<file path="src/rtl/adc_rdlock_pkg.sv">
package adc_rdlock_pkg;

    typedef enum logic {
        ST_OPEN   = 1'b0,
        ST_FROZEN = 1'b1
    } lock_state_e;

endpackage

</file>
<file path="src/rtl/adc_rdlock_align.sv">
module adc_rdlock_align #(
    parameter int RES_W  = 10,
    parameter int BYTE_W = 8
) (
    input  logic [RES_W-1:0]  res_in,
    input  logic              left,
    output logic [BYTE_W-1:0] lo_out,
    output logic [BYTE_W-1:0] hi_out
);

    localparam int PAIR_W = 2 * BYTE_W;
    localparam int PAD_W  = PAIR_W - RES_W;

    logic [PAIR_W-1:0] pair_right;
    logic [PAIR_W-1:0] pair_left;
    logic [PAIR_W-1:0] pair_sel;

    generate
        if (PAD_W == 0) begin : g_nopad
            assign pair_right = res_in;
            assign pair_left  = res_in;
        end else begin : g_pad
            assign pair_right = {{PAD_W{1'b0}}, res_in};
            assign pair_left  = {res_in, {PAD_W{1'b0}}};
        end
    endgenerate

    always_comb begin
        pair_sel = left ? pair_left : pair_right;
        lo_out   = pair_sel[BYTE_W-1:0];
        hi_out   = pair_sel[PAIR_W-1:BYTE_W];
    end

endmodule

</file>
<file path="src/rtl/adc_rdlock_fsm.sv">
module adc_rdlock_fsm
    import adc_rdlock_pkg::*;
(
    input  logic clk,
    input  logic rst_n,
    input  logic res_done,
    input  logic rd_lo,
    input  logic rd_hi,
    output logic wr_en,
    output logic blocked,
    output logic irq_set
);

    lock_state_e state_q;
    lock_state_e state_d;

    // next-state logic
    always_comb begin
        state_d = state_q;
        unique case (state_q)
            ST_OPEN: begin
                if (rd_lo && !rd_hi) state_d = ST_FROZEN;      // T_FREEZE
                else                 state_d = ST_OPEN;        // T_STAY_OPEN
            end
            ST_FROZEN: begin
                if (rd_hi) state_d = ST_OPEN;                  // T_RELEASE
                else       state_d = ST_FROZEN;                // T_STAY_FROZEN
            end
            default: state_d = ST_OPEN;
        endcase
    end

    // state register
    always_ff @(posedge clk) begin
        if (!rst_n) state_q <= ST_OPEN;
        else        state_q <= state_d;
    end

    // output process
    always_comb begin
        blocked = 1'b0;
        wr_en   = 1'b0;
        unique case (state_q)
            ST_OPEN: begin
                wr_en = res_done && !rd_lo;
            end
            ST_FROZEN: begin
                blocked = 1'b1;
            end
            default: begin
                blocked = 1'b0;
            end
        endcase
    end

    always_ff @(posedge clk) begin
        if (!rst_n) irq_set <= 1'b0;
        else        irq_set <= res_done;
    end

    // a lone low-byte read while open freezes the pair
    a_r5_freeze: assert property (@(posedge clk) disable iff (!rst_n)
        (!blocked && rd_lo && !rd_hi) |=> blocked);

    // any high-byte read while frozen releases
    a_r6_release: assert property (@(posedge clk) disable iff (!rst_n)
        (blocked && rd_hi) |=> !blocked);

    // a high-byte read while open never freezes
    a_r8_hi_open: assert property (@(posedge clk) disable iff (!rst_n)
        (!blocked && rd_hi) |=> !blocked);

    // one interrupt set pulse per completion
    a_r7_irq: assert property (@(posedge clk) disable iff (!rst_n)
        res_done |=> irq_set);
    a_r7_irq_clear: assert property (@(posedge clk) disable iff (!rst_n)
        !res_done |=> !irq_set);

endmodule

</file>
<file path="src/rtl/adc_rdlock_bank.sv">
module adc_rdlock_bank #(
    parameter int BYTE_W = 8
) (
    input  logic              clk,
    input  logic              rst_n,
    input  logic              wr_en,
    input  logic [BYTE_W-1:0] lo_in,
    input  logic [BYTE_W-1:0] hi_in,
    output logic [BYTE_W-1:0] lo_q,
    output logic [BYTE_W-1:0] hi_q
);

    always_ff @(posedge clk) begin
        if (!rst_n) begin
            lo_q <= '0;
            hi_q <= '0;
        end else if (wr_en) begin
            lo_q <= lo_in;
            hi_q <= hi_in;
        end
    end

endmodule

</file>
<file path="src/rtl/adc_rdlock.sv">
module adc_rdlock #(
    parameter int RES_W  = 10,
    parameter int BYTE_W = 8
) (
    input  logic              clk,
    input  logic              rst_n,
    input  logic [RES_W-1:0]  res_data,
    input  logic              res_done,
    input  logic              rd_lo,
    input  logic              rd_hi,
    input  logic              align_left,
    output logic [BYTE_W-1:0] lo_byte,
    output logic [BYTE_W-1:0] hi_byte,
    output logic              irq_set
);

    localparam int HI_SPILL = RES_W - BYTE_W;

    logic              wr_en;
    logic              blocked;
    logic [BYTE_W-1:0] lo_fmt;
    logic [BYTE_W-1:0] hi_fmt;

    adc_rdlock_align #(.RES_W(RES_W), .BYTE_W(BYTE_W)) u_align (
        .res_in (res_data),
        .left   (align_left),
        .lo_out (lo_fmt),
        .hi_out (hi_fmt)
    );

    adc_rdlock_fsm u_fsm (
        .clk      (clk),
        .rst_n    (rst_n),
        .res_done (res_done),
        .rd_lo    (rd_lo),
        .rd_hi    (rd_hi),
        .wr_en    (wr_en),
        .blocked  (blocked),
        .irq_set  (irq_set)
    );

    adc_rdlock_bank #(.BYTE_W(BYTE_W)) u_bank (
        .clk   (clk),
        .rst_n (rst_n),
        .wr_en (wr_en),
        .lo_in (lo_fmt),
        .hi_in (hi_fmt),
        .lo_q  (lo_byte),
        .hi_q  (hi_byte)
    );

    // completion while frozen leaves both bytes untouched
    a_r5_drop: assert property (@(posedge clk) disable iff (!rst_n)
        (blocked && res_done) |=> ($stable(lo_byte) && $stable(hi_byte)));

    // completion colliding with a low-byte read is discarded
    a_r10_collide: assert property (@(posedge clk) disable iff (!rst_n)
        (!blocked && rd_lo && res_done) |=> ($stable(lo_byte) && $stable(hi_byte)));

    // right-aligned store puts the low bits straight into the low byte
    a_r2_right: assert property (@(posedge clk) disable iff (!rst_n)
        (!blocked && res_done && !rd_lo && !align_left)
        |=> (lo_byte == $past(res_data[BYTE_W-1:0])
             && (hi_byte >> HI_SPILL) == '0));

    // left-aligned store puts the top bits in the high byte
    a_r3_left: assert property (@(posedge clk) disable iff (!rst_n)
        (!blocked && res_done && !rd_lo && align_left)
        |=> (hi_byte == $past(res_data[RES_W-1:HI_SPILL])));

    // no completion, no byte change
    a_r4_hold: assert property (@(posedge clk) disable iff (!rst_n)
        !res_done |=> ($stable(lo_byte) && $stable(hi_byte)));

endmodule

</file>
<file path="config.mk">
export PLATFORM = sky130hd
export DESIGN_NAME = adc_rdlock
export DESIGN_NICKNAME = d
export VERILOG_FILES = /design/src/rtl/adc_rdlock_pkg.sv /design/src/rtl/adc_rdlock_align.sv /design/src/rtl/adc_rdlock_fsm.sv /design/src/rtl/adc_rdlock_bank.sv /design/src/rtl/adc_rdlock.sv
export SDC_FILE = /design/constraint.sdc
export NUM_CORES = 1
export LEC_CHECK = 0
export ABC_CLOCK_PERIOD_IN_PS = 2050
export BUFFER_PORTS_ARGS = -buffer_cell sky130_fd_sc_hd__clkbuf_2
export CAP_MARGIN = 20
export CORE_UTILIZATION = 35
export CTS_CLUSTER_DIAMETER = 50
export DETAILED_ROUTE_END_ITERATION = 10
export HOLD_SLACK_MARGIN = 0.02
export PLACE_DENSITY = 0.71
export RECOVER_POWER = 100
export SETUP_SLACK_MARGIN = 0.2
export SLEW_MARGIN = 30
export SYNTH_ARGS = -nofsm -noshare
export SYNTH_HDL_FRONTEND = slang
export SYNTH_SLANG_ARGS = --single-unit
</file>
<file path="constraint.sdc">
create_clock -name clk -period 2.05 [get_ports clk]
set_input_delay 0 -clock clk [delete_from_list [all_inputs] [get_ports clk]]
set_output_delay 0 -clock clk [all_outputs]
set_load 0.05 [all_outputs]
</file>
---- Yosys cells after proc, flatten, opt, wreduce, memory -nomap -nowiden ----
Index checks and enable logic that the tools add are counted.
cells by class
  muxes and demuxes ....................... 5
  bitwise gates (word level) .............. 1
  reductions and logical operators ........ 4
operators by type and width
  operator                               number
  16-bit two-way mux                     1
  1-bit two-way mux                      3
  1-bit logical AND                      2
  1-bit logical NOT                      2
  1-bit one-hot mux with 2 select lines  1
  1-bit NOT                              1
storage, ports and cells
  bits in registers ....................... 18
  output and inout port bits .............. 17
  logic and storage cells ................. 14

---- Longest topological paths before layout ----
Gate-level depths: netlist of the first run.
  depth in word-level cells ............... 4
  depth in mapped cells ................... 4

---- By module ----
From an unflattened synthesis of the first run, not the netlist that was laid out.
unflattened totals
  cell total of the unflattened synthesis .. 75
  area total of the unflattened synthesis .. 838.3 um^2
by module, submodules not included
  module            instances  cells each  area an instance (um^2)
  adc_rdlock_bank   1          51          615.6
  adc_rdlock_align  1          18          157.7
  adc_rdlock_fsm    1          6           65.1

---- Least setup slack after synthesis of the first run ----
No wires, ideal clock.
  path type ............................... register to register
  from .................................... register u_fsm.state_q
  to ...................................... register u_bank.hi_q[2]
  library setup time ...................... 0.072 ns
  arrival time ............................ 0.956 ns
  slack ................................... 1.022 ns
  cell stages (with the launch flop) ...... 4
  buffers on the path ..................... 1
  cell sequence ........................... dfxtp_1 > nor3b_4 > buf_6 > mux2i_1
between the ends
  longest elaborated chain between the ends .. 1
RTL lines
  what                      line                   source
  start: declaration        adc_rdlock_fsm.sv:14   lock_state_e state_q;
  start signal: assignment  adc_rdlock_fsm.sv:36   else state_q <= state_d;
  1-bit two-way mux         adc_rdlock_fsm.sv:43   unique case (state_q)
  end signal: assignment    adc_rdlock_bank.sv:19  hi_q <= hi_in;
  end: declaration          adc_rdlock_bank.sv:10  output logic [BYTE_W-1:0] hi_q
No other way between the ends.
A chain may end at the register's enable or synchronous reset.

---- Final worst setup path of the first run ----
  from .................................... input port res_done
  to ...................................... register u_bank.hi_q[2]
between the ends
  longest elaborated chain between the ends .. 2
RTL lines
  what                line                  source
  start: declaration  adc_rdlock.sv:8       input logic res_done,
  1-bit logical AND   adc_rdlock_fsm.sv:45  wr_en = res_done && !rd_lo;
  1-bit two-way mux   adc_rdlock_fsm.sv:43
No other way between the ends.

==> flow_summary.toml, run 1 <==
[die]
core.rowCount = 17
die_w_um = 50.3
die_area_um2 = 2530
core-area_um2 = 2210
fp.dieH_um = 50.3
initial_core_util_pct = 36.9
io_pins = 33

[sta]
final-setup-viol-count = 0
final.min_clock_period_ns = 1.50
timing.hold.ws_ns = 0.0959
fin_crit_sh_pct = 73.3
fmax_mhz = 666
rsz0062_at_grt = "false"
setup-tns-final_ns = 0
finalHoldViolCount = 0
worst_slew_pin_slew_ns = 0.749
slew_violations = 0
finClkSkew_ns = 0.00223
relSlewSlack_pct = 50.0

[critical_path]
cpPeakStageDelay_ns = 0.69
critPathSlowestCell = "nor3b_4"
worst_setup_path_start_kind = "input pin"
critPathKind = "input pin to flip-flop"
crit_chain = "dlygate4sd3_1 -> clkbuf_1 -> nor3b_4 -> mux2i_1"
crit_buf_inv = 2
crit_family = "buffers and inverters"
cp.arrival_ns = 1.72
critPathMaxFanout = 12
cp.required_ns = 2.27
crit_path_end_kind = "flip-flop"

[yosys]
synth_xor_area_share_pct = 0
syn_nets = 98
yosysMostFrequentCell = "dfxtp_1"
synth_top_cell_area_share_pct = 44.2
yosys.area.top_type = "dfxtp_1"
synth_top_family_by_area = "simple AND/OR/NAND/NOR gates"
yosysSeqAreaShare_pct = 44.2
synthCells = 82
yosys_warnings = 0
ys_top_cells_by_area = "dfxtp_1 (44%), mux2i_1 (20%), nand3b_1 (9.2%)"
synth_fa_ha_area_share_pct = 0
synthesis.area_um2 = 816
synth.mux.area_fraction_pct = 19.6
synth_compound_area_share_pct = 7.36
synth_edf_count = 0
synthSimpleGateAreaFrac_pct = 24.2
yosys_register_bits = 18
ys_types = 14
async_flop_share_pct = 0
synth_commonest_cells = "dfxtp_1 (18), mux2i_1 (16), nand2_1 (12)"
synth_area_per_cell_um2 = 9.95
synth_ff_type = "dfxtp_1"

[clock_network]
cts_max_level = 1
path_clk_slew_ns = 0.10
cts_tree = "done"
cts.sinks = 18
root_buffer = "clkbuf_4"
clk_latency_ns = 0.28
post_cts_resized = 0
numCtsBuffers = 3
cts_buffer_depth = 2

[final_layout]
fin_area_um2 = 1110
fillers = 234
syn_to_final_growth_pct = 35.7
layout-drive-gt1-share_pct = 15.4
n_antenna_cell = 0
fin_nets = 140
final_cells = 151

[drt]
vias = 729
wl_um = 1810
avgRoutedWirePerCell_um = 12.0
drtIter0Drc = 13
final_antenna_net_count = 0
drt_first_pass_iters = 4
drc = 0
post_drt_via_cell_ratio = 4.83

[pwr]
p_per_area_nw_per_um2 = 670
vdd.ir_drop.worst_mv = 0.455
p_leak_nw = 0.415

[outcome]
status = "finished clean"

[global_routing]
grt_use_total_pct = 15.6
grt_pass1_wl_um = 3010
antenna_found_initial = 0
grt_overflow_total = 0
grt_max_degree = 36
grt_pass1_vias = 690

[placed_design]
port_buffers = 32
hpwl_um = 1230
place_inst = 135
gp_congestion = 0.806
dpl-instance-area_um2 = 973

[flow_run]
drv_cap = 0

[worst_hold_path]
hold_class = "input pin to flip-flop"
-- flip-flops by register name, summed over array words and instances, names as in the netlist --
register and flops:
u_fsm.irq_set 1, u_bank.hi_q 8, u_fsm.state_q 1, u_bank.lo_q 8
-- where the power goes --
| part | leakage [nW] | internal, mW | switching, mW |
|---|---|---|---|
| registers | 0.147 | 0.365 | 0.0102 |
| logic | 0.247 | 0.0554 | 0.0984 |
| clock network | 0.0210 | 0.108 | 0.105 |
| total | 0.415 | 0.528 | 0.214 |
-- path summary, 6_finish.rpt --
kind | from | endpoint | slack [ns] | depth (start not counted)
worst max-delay path | res_done | u_bank.hi_q[2] | 0.55 | 4
worst min-delay path | rd_lo | u_fsm.state_q | 0.1 | 3
worst min register to register | u_bank.lo_q[1] | u_bank.lo_q[1] | 0.46 | 2
worst max register to register | u_fsm.state_q | u_bank.hi_q[2] | 0.66 | 2
-- through the flow --
stage | util, % | power (mW) | setup slack [ns]
floorplan | - | 0.485 | 1.02
global placement | 44.0 | 0.521 | 0.699
detailed placement | 44.0 | 0.523 | 0.671
CTS | 51.1 | 0.754 | 0.633
global route | 50.1 | 0.778 | 0.429
finish | 50.1 | 0.742 | 0.548
-- placed cells by master (no fill, tap or decap), drive strengths merged --
| cell | count |
|---|---|
| and2 | 1 |
| clkbuf | 36 |
| dfxtp | 18 |
| dlygate4sd3 | 12 |
| mux2i | 16 |
| nand2 | 12 |
| nand3 | 6 |
| nand3b | 10 |
| nand4bb | 1 |
| nor2 | 1 |
| nor3b | 2 |
| o211ai | 8 |
-- cell families after synthesis --
| logic type | Yosys count |
|---|---|
| and+or+nand+nor | 33 |
| DFF | 18 |
| muxes | 16 |
| AOI/OAI and AO/OA | 8 |
| buffers and inverters | 7 |
-- layout make-up --
class	count	area [µm²]	area share [%]
timing repair buffer	44	258	23.3
sequential	18	360	32.5
multi-input combinational	57	418	37.7
clock buffer	4	36.3	3.28
tap	28	35.0	3.16
-- worst min-delay path, delay by kind of cell --
kind / cells / cell delay, ns
buf+inv: 1 / 0.16
simple gates: 2 / 0.19
-- metal layers --
metal / share of wire [%] / global-route usage [%] / up-vias / wire length, µm
met5: 0 / 0 / - / 0
met3: 5.1 / 2.42 / 0 / 92
met2: 51 / 28.2 / 23 / 919
met1: 44 / 18.4 / 329 / 798
li1: - / - / 377 / -
met4: 0 / 5.71 / 0 / 0
-- what timing repair did --
action	CTS	global route
endpoints found under the hold margin	14	0
setup buffers	0	0
setup endpoints to repair	0	0
hold buffers	12	0
No activity file was read; power rests on OpenSTA's default activity.
==> run 2: changes to the inputs <==
Settings changed: ABC_CLOCK_PERIOD_IN_PS 2050 to 1430.
Clock period 2.05 ns to 1.43 ns, I/O delays scaled along.
==> flow_summary.toml, run 2 (synthesis gave the netlist of run 1 again) <==
[clock_network]
post_cts_resized = 0
path_clk_slew_ns = 0.10
holdBufCountCts = 12
root_buffer = "clkbuf_4"
clk_latency_ns = 0.29
cts_buffer_depth = 2
cts_tree = "done"
cts.sinks = 18
numCtsBuffers = 3
post_cts_buffers = 0
cts_max_level = 1

[drt]
wl_um = 1920
wl_met3_um = 102
met1_length_um = 836
avgRoutedWirePerCell_um = 12.6
post_drt_via_cell_ratio = 4.98
drc = 0
routed.top_layer = "met3"
vias = 762
drtIter0Drc = 20
drt_first_pass_iters = 4
wl_met2_um = 983
final_antenna_net_count = 0

[die]
die_w_um = 50.3
core-area_um2 = 2210
die_area_um2 = 2530
core.rowCount = 17
io_pins = 33
fp.dieH_um = 50.3
initial_core_util_pct = 36.9

[critical_path]
crit_path_end_kind = "flip-flop"
cp.arrival_ns = 1.45
critPathKind = "input pin to flip-flop"
crit_chain = "dlygate4sd3_1 -> clkbuf_1 -> nor3b_4 -> buf_4 -> mux2i_1"
critPathSlowestCell = "dlygate4sd3_1"
crit_buf_inv = 3
cp.required_ns = 1.65
cpPeakStageDelay_ns = 0.53
crit_family = "buffers and inverters"
worst_setup_path_start_kind = "input pin"
critPathMaxFanout = 12

[global_routing]
grt_max_degree = 21
grt_pass1_wl_um = 3190
grt_pass1_vias = 713
grt_overflow_total = 0
grt_use_total_pct = 16.5
antenna_found_initial = 0

[flow_run]
drv_cap = 0

[placed_design]
port_buffers = 32
hpwl_um = 1270
place_inst = 137
gp_congestion = 0.815

[final_layout]
fillers = 219
n_antenna_cell = 0
layout.area.seq_um2 = 360
multi_input_area_um2 = 418
layout-drive-gt1-share_pct = 16.8
fin_nets = 142
layout_common_cells = "clkbuf_1 (18), dfxtp_1 (18), mux2i_1 (16)"
final_cells = 153
largestRegisters = "u_bank.hi_q x8, u_bank.lo_q x8"
syn_to_final_growth_pct = 37.6

[sta]
final.min_clock_period_ns = 1.23
worst_slew_pin_slew_ns = 0.623
rsz0062_at_grt = "false"
final-setup-viol-count = 0
fmax_mhz = 813
setup-tns-final_ns = 0
finalHoldViolCount = 0
relSlewSlack_pct = 58.7
finClkSkew_ns = 0.00378
slew_violations = 0
fin_crit_sh_pct = 86.0

[pwr]
p_per_area_nw_per_um2 = 956
p_leak_nw = 0.425
finalPower_mw = 1.07
vdd.ir_drop.worst_mv = 0.620

[worst_hold_path]
hold_class = "input pin to flip-flop"

[outcome]
status = "finished clean"
==> run 2: final cells by class <==
| type | count | share of cell area [%] |
|---|---|---|
| Tap cell | 28 | 3.12 |
| Clock buffer | 4 | 3.23 |
| Sequential cell | 18 | 32.1 |
| Timing Repair Buffer | 46 | 24.3 |
| Multi-Input combinational cell | 57 | 37.2 |
==> run 2: path summary, 6_finish.rpt <==
check	depth (start not counted)	to	start	slack, ns
worst min-delay path	3	u_bank.hi_q[0]	rd_lo	0.14
worst min register to register	2	u_bank.hi_q[5]	u_bank.hi_q[5]	0.46
worst max-delay path	5	u_bank.lo_q[0]	res_done	0.20
worst max register to register	3	u_bank.lo_q[0]	u_fsm.state_q	0.31
==> run 2: worst min-delay path, delay by kind of cell <==
family / cells / cell delay [ns]
compound gates: 2 / 0.22
buf+inv: 1 / 0.18
==> run 2: where the power goes <==
group,internal (mW),switching [mW],total [mW]
clock,0.155,0.155,0.310
combinational,0.0827,0.143,0.226
sequential,0.523,0.0152,0.538
total,0.760,0.313,1.07
==> run 2: per-layer routing <==
layer  track usage (%)  vias up
met5                 0        -
met4              5.71        0
met3              2.73        0
met2              29.1       23
met1              20.0      362
li1                  -      377
==> run 2: metrics by stage <==
stage	worst slack, ns	hold WS, ns	instance area (µm²)	util, %
after CTS	0.306	0.0601	1140	51.8
final	0.201	0.144	1120	50.7
after global placement	0.357	0.171	988	44.7
after global routing	0.136	0.145	1120	50.7
after floorplan	0.402	0.0761	816	-
after detailed placement	0.338	0.166	988	44.7
